===== config.mk =====
export PLATFORM = sky130hd
export DESIGN_NAME = sew_accum
export DESIGN_NICKNAME = d
export VERILOG_FILES = /design/src/rtl/sew_pkg.sv /design/src/rtl/sew_timer.sv /design/src/rtl/sew_mask.sv /design/src/rtl/sew_ctrl.sv /design/src/rtl/sew_accum.sv
export SDC_FILE = /design/constraint.sdc
export NUM_CORES = 1
export LEC_CHECK = 0
export ABC_AREA = 0
export BUFFER_PORTS_ARGS = -buffer_cell sky130_fd_sc_hd__buf_2
export CORE_MARGIN = 10
export CORE_UTILIZATION = 53
export DETAILED_ROUTE_END_ITERATION = 8
export PLACE_DENSITY = 0.78
export SLEW_MARGIN = 0
export SYNTH_ARGS = -nofsm -noshare
export SYNTH_HDL_FRONTEND = slang
export SYNTH_SLANG_ARGS = --single-unit

===== constraint.sdc =====
create_clock -name clk -period 2.6 [get_ports clk]
set_input_delay 0.13 -clock clk [delete_from_list [all_inputs] [get_ports clk]]
set_output_delay 0.13 -clock clk [all_outputs]
set_load 0.02 [all_outputs]

===== src/rtl/sew_pkg.sv =====
package sew_pkg;
  localparam int NUM_SECT = 19;
  localparam int IDX_W    = 5;

  typedef enum logic [1:0] {
    ST_IDLE = 2'd0,
    ST_WIN  = 2'd1,
    ST_BUSY = 2'd2,
    ST_SUSP = 2'd3
  } sew_state_e;

  function automatic logic idx_ok(input logic [IDX_W-1:0] idx);
    return (int'(idx) < NUM_SECT);
  endfunction

  function automatic logic [NUM_SECT-1:0] sect_bit(input logic [IDX_W-1:0] idx);
    logic [NUM_SECT-1:0] b;
    b = '0;
    for (int i = 0; i < NUM_SECT; i++) begin
      if (int'(idx) == i) b[i] = 1'b1;
    end
    return b;
  endfunction
endpackage


===== src/rtl/sew_timer.sv =====
module sew_timer #(
  parameter int WIN_CYC = 6250
) (
  input  logic clk,
  input  logic rst_n,
  input  logic load,
  input  logic run,
  output logic expired
);
  localparam int TW = $clog2(WIN_CYC + 1);
  localparam logic [TW-1:0] LOADV = TW'(WIN_CYC - 1);

  logic [TW-1:0] cnt_q;

  always_ff @(posedge clk) begin
    if (!rst_n)                        cnt_q <= '0;
    else if (load)                     cnt_q <= LOADV;
    else if (run && cnt_q != '0)       cnt_q <= cnt_q - 1'b1;
  end

  assign expired = (cnt_q == '0);
endmodule


===== src/rtl/sew_mask.sv =====
module sew_mask
  import sew_pkg::*;
(
  input  logic                 clk,
  input  logic                 rst_n,
  input  logic                 clr,
  input  logic                 add,
  input  logic [IDX_W-1:0]     idx,
  output logic [NUM_SECT-1:0]  mask
);
  logic [NUM_SECT-1:0] mask_q;

  always_ff @(posedge clk) begin
    if (!rst_n)    mask_q <= '0;
    else if (clr)  mask_q <= '0;
    else if (add)  mask_q <= mask_q | sect_bit(idx);
  end

  assign mask = mask_q;
endmodule


===== src/rtl/sew_ctrl.sv =====
module sew_ctrl
  import sew_pkg::*;
(
  input  logic       clk,
  input  logic       rst_n,
  input  logic       accept,
  input  logic       suspend_wr,
  input  logic       resume_wr,
  input  logic       other_cmd_wr,
  input  logic       erase_done,
  input  logic       expired,
  output logic       timer_load,
  output logic       timer_run,
  output logic       mask_add,
  output logic       mask_clr,
  output sew_state_e state,
  output logic       abort_pulse,
  output logic       start_pulse
);
  sew_state_e st_q, st_d;
  logic started_q, started_d;
  logic abort_ev, start_ev;
  logic cancel;

  assign cancel = other_cmd_wr | resume_wr;

  always_comb begin
    st_d       = st_q;
    started_d  = started_q;
    timer_load = 1'b0;
    mask_add   = 1'b0;
    mask_clr   = 1'b0;
    abort_ev   = 1'b0;
    start_ev   = 1'b0;
    unique case (st_q)
      ST_IDLE: begin
        if (accept) begin
          st_d       = ST_WIN;
          timer_load = 1'b1;
          mask_add   = 1'b1;
        end
      end
      ST_WIN: begin
        if (cancel) begin
          st_d      = ST_IDLE;
          mask_clr  = 1'b1;
          abort_ev  = 1'b1;
          started_d = 1'b0;
        end else if (suspend_wr) begin
          st_d = ST_SUSP;
        end else if (accept) begin
          timer_load = 1'b1;
          mask_add   = 1'b1;
        end else if (expired) begin
          st_d      = ST_BUSY;
          start_ev  = 1'b1;
          started_d = 1'b1;
        end
      end
      ST_BUSY: begin
        if (erase_done) begin
          st_d      = ST_IDLE;
          mask_clr  = 1'b1;
          started_d = 1'b0;
        end else if (suspend_wr) begin
          st_d = ST_SUSP;
        end
      end
      ST_SUSP: begin
        if (resume_wr) begin
          st_d = ST_BUSY;
          if (!started_q) begin
            start_ev  = 1'b1;
            started_d = 1'b1;
          end
        end
      end
      default: st_d = ST_IDLE;
    endcase
  end

  always_ff @(posedge clk) begin
    if (!rst_n) begin
      st_q        <= ST_IDLE;
      started_q   <= 1'b0;
      abort_pulse <= 1'b0;
      start_pulse <= 1'b0;
    end else begin
      st_q        <= st_d;
      started_q   <= started_d;
      abort_pulse <= abort_ev;
      start_pulse <= start_ev;
    end
  end

  assign timer_run = (st_q == ST_WIN);
  assign state     = st_q;
endmodule


===== src/rtl/sew_accum.sv =====
module sew_accum
  import sew_pkg::*;
#(
  parameter int WIN_CYC = 6250
) (
  input  logic                clk,
  input  logic                rst_n,
  input  logic                sec_erase_wr,
  input  logic [4:0]          sec_idx,
  input  logic                suspend_wr,
  input  logic                resume_wr,
  input  logic                other_cmd_wr,
  input  logic                erase_done,
  output logic [18:0]         sel_mask,
  output logic                window_open,
  output logic                erase_suspended,
  output logic                abort_pulse,
  output logic                start_pulse
);
  logic       accept;
  logic       timer_load, timer_run, timer_expired;
  logic       mask_add, mask_clr;
  sew_state_e state;

  assign accept = sec_erase_wr & idx_ok(sec_idx);

  sew_timer #(.WIN_CYC(WIN_CYC)) u_timer (
    .clk     (clk),
    .rst_n   (rst_n),
    .load    (timer_load),
    .run     (timer_run),
    .expired (timer_expired)
  );

  sew_mask u_mask (
    .clk   (clk),
    .rst_n (rst_n),
    .clr   (mask_clr),
    .add   (mask_add),
    .idx   (sec_idx),
    .mask  (sel_mask)
  );

  sew_ctrl u_ctrl (
    .clk          (clk),
    .rst_n        (rst_n),
    .accept       (accept),
    .suspend_wr   (suspend_wr),
    .resume_wr    (resume_wr),
    .other_cmd_wr (other_cmd_wr),
    .erase_done   (erase_done),
    .expired      (timer_expired),
    .timer_load   (timer_load),
    .timer_run    (timer_run),
    .mask_add     (mask_add),
    .mask_clr     (mask_clr),
    .state        (state),
    .abort_pulse  (abort_pulse),
    .start_pulse  (start_pulse)
  );

  assign window_open     = (state == ST_WIN);
  assign erase_suspended = (state == ST_SUSP);
endmodule


==> flow_metrics.py <==
metrics = {
    "run": {
        "maxCapViolCount": 0,
    },
    "yosys": {
        "synth_flop_cell": "dfxtp_1",
        "synth_nets": 207,
        "syn_inst": 189,
        "async_flop_share": 0,
        "synth_area_per_cell_um2": 8.831,
        "synth_seq_cells": 37,
        "synth_warnings": 0,
        "synth_cell_types": 41,
        "syn_area_um2": 1669,
        "yosysSeqAreaShare": 0.4438,
        "synth_edf_count": 0,
    },
    "detailed_routing": {
        "final_antenna_net_count": 0,
        "routed_wl_um": 3671,
        "first_pass_iters": 4,
        "post_drt_wl_per_cell_um": 13.30,
        "route.detailed.drc": 0,
        "viasPerCell": 5.207,
        "vias": 1437,
        "drt-initial-drc-count": 83,
    },
    "cts": {
        "cts_htree_levels": 2,
        "root_buffer": "clkbuf_4",
        "path_clk_slew_ns": 0.11,
        "cts_buffer_depth": 2,
        "cts_hold_buffers": 0,
        "cts_tree": "done",
        "cts_made_buffers": 5,
        "postCtsSetupBuffers": 0,
        "cts_sinks": 37,
        "cts_resized": 0,
        "clock_latency_ns": 0.34,
    },
    "placed_design": {
        "portBuffers": 34,
        "dp_cells": 268,
        "placed_area_um2": 1914,
        "place_congestion": 0.8894,
        "dp_hpwl_um": 2780,
    },
    "sta": {
        "hold_viol_final": 0,
        "fin_crit_sh": 0.8077,
        "slew_violations": 0,
        "rsz0062_at_grt": "no",
        "maxSlewHeadroom": 0.6082,
        "worstMarginPinSlew_ns": 0.5832,
        "max_freq_mhz": 476.2,
        "period_minus_slack_ns": 2.100,
        "setup_viol": 0,
        "fin_worst_skew_ns": 0.009817,
        "setup_tns_ns": 0,
    },
    "floorplan": {
        "dieArea_um2": 5794,
        "row_count": 20,
        "io_pins": 35,
        "die_width_um": 76.12,
        "core_area_um2": 3028,
        "fp.dieH_um": 76.12,
        "initial_core_util": 0.5512,
    },
    "global_route": {
        "grt_overflow": 0,
        "antenna_found_initial": 0,
        "grt_max_degree": 20,
        "grt_pass1_wl_um": 6451,
        "grt_pass1_vias": 1464,
        "track_usage": 0.1339,
    },
    "layout": {
        "antennaDiodeCount": 0,
        "fin_area_um2": 2017,
        "n_fill_cell": 260,
        "mostFrequentLayoutCell": "dfxtp_1",
        "num-nets-final": 249,
        "final_layout_size_suffix_gt1_frac": 0.2586,
        "mostFrequentLayoutCells": "dfxtp_1, buf_2, nor2_1",
        "instances_no_fill": 276,
        "syn_to_final_growth_pct": 20.84,
    },
    "worst_setup_path": {
        "end_kind": "register",
        "cp.required_ns": 2.88,
        "crit_path_max_fanout": 5,
        "arrival_ns": 2.38,
        "critPathKind": "register to register",
        "cp-start-kind": "register",
    },
    "power_and_ir_drop": {
        "max-vdd-ir-drop_mv": 0.4965,
        "p_leak_nw": 0.8715,
        "power_density_nw_per_um2": 742.6,
    },
    "hold_path": {
        "min_path_type": "primary input to register",
    },
    "outcome": {
        "status": "completed",
    },
}
[cells in the mapped netlist (all sizes together), types with 3 or more instances]
cell / number / share of area
clkbuf: 4 / 0.0097
a21oi: 18 / 0.054
nor3b: 3 / 0.019
nand3: 5 / 0.018
nor4: 4 / 0.015
inv: 11 / 0.025
dfxtp: 37 / 0.44
o21ai: 7 / 0.023
or3: 4 / 0.016
nand2: 9 / 0.020
nor2: 28 / 0.063
xnor2: 8 / 0.042
nor3: 12 / 0.036
ha: 6 / 0.045
a41oi: 3 / 0.016
a21boi: 6 / 0.027
[cell families after synthesis]
| group | count (synthesis) | synth area share |
|---|---|---|
| and+or+nand+nor | 76 | 0.2451 |
| adders and majority gates | 6 | 0.04498 |
| xor gates and xnor gates | 10 | 0.05248 |
| muxes | 2 | 0.01199 |
| DFF | 37 | 0.4438 |
| buffers and inverters | 16 | 0.03973 |
| AOI/OAI and AO/OA | 42 | 0.1619 |
[through the flow]
step,setup WS [ns],util,total power (W),hold slack [ns]
6_report,0.4999,0.6661,0.001498,0.1425
5_1_grt,0.3105,0.6661,0.001582,0.1303
4_1_cts,0.4865,0.6661,0.001508,0.1192
3_5_place_dp,0.5144,0.6322,0.001018,0.4519
3_3_place_gp,0.5774,0.6322,0.001011,0.4473
2_1_floorplan,0.4629,-,0.0009143,0.2789
[where the power goes]
group / switching [W] / internal [W]
registers: 0.0000390 / 0.000608
clock network: 0.000193 / 0.000298
logic: 0.000194 / 0.000166
total: 0.000426 / 0.00107
[critical path, stage by stage, from the launching register on]
cell      delay [ns]
dfxtp_1         0.35
inv_1           0.11
ha_1            0.15
or4b_1          0.49
or4_4           0.48
and2_4          0.20
xnor2_1         0.11
a21boi_0        0.15
[registers in the layout (all words and copies together), names as in the netlist]
| register | count |
|---|---|
| u_ctrl.started_q | 1 |
| u_timer.cnt_q | 13 |
| u_mask.mask | 19 |
| u_ctrl.start_pulse | 1 |
| u_ctrl.state | 2 |
| u_ctrl.abort_pulse | 1 |
[worst paths after layout]
path,start,end,slack (ns),depth (start not counted)
setup / recovery,u_timer.cnt_q[0],u_timer.cnt_q[0],0.50,7
setup reg to reg,u_timer.cnt_q[0],u_timer.cnt_q[0],0.50,7
hold / removal,rst_n,u_timer.cnt_q[5],0.14,2
hold reg to reg,u_mask.mask[13],u_mask.mask[13],0.48,2
[per-layer routing]
metal / share of wire / vias to the layer above / GRT usage
met2: 0.46 / 31 / 0.2075
met5: 0 / - / 0
met4: 0.0049 / 0 / 0.04833
met3: 0.081 / 2 / 0.07901
li1: - / 749 / -
met1: 0.45 / 655 / 0.1482
[layout make-up]
| class | count | area [um^2] | area share |
|---|---|---|---|
| multi-input cells | 136 | 862.1 | 0.4274 |
| inverters | 11 | 41.29 | 0.02047 |
| flip-flops and latches | 37 | 740.7 | 0.3672 |
| clock buffers | 5 | 37.54 | 0.01861 |
| well taps | 44 | 55.05 | 0.02730 |
| clock inverters | 3 | 65.06 | 0.03226 |
| repair buffers | 40 | 215.2 | 0.1067 |
(Power assumes the default switching activity.)
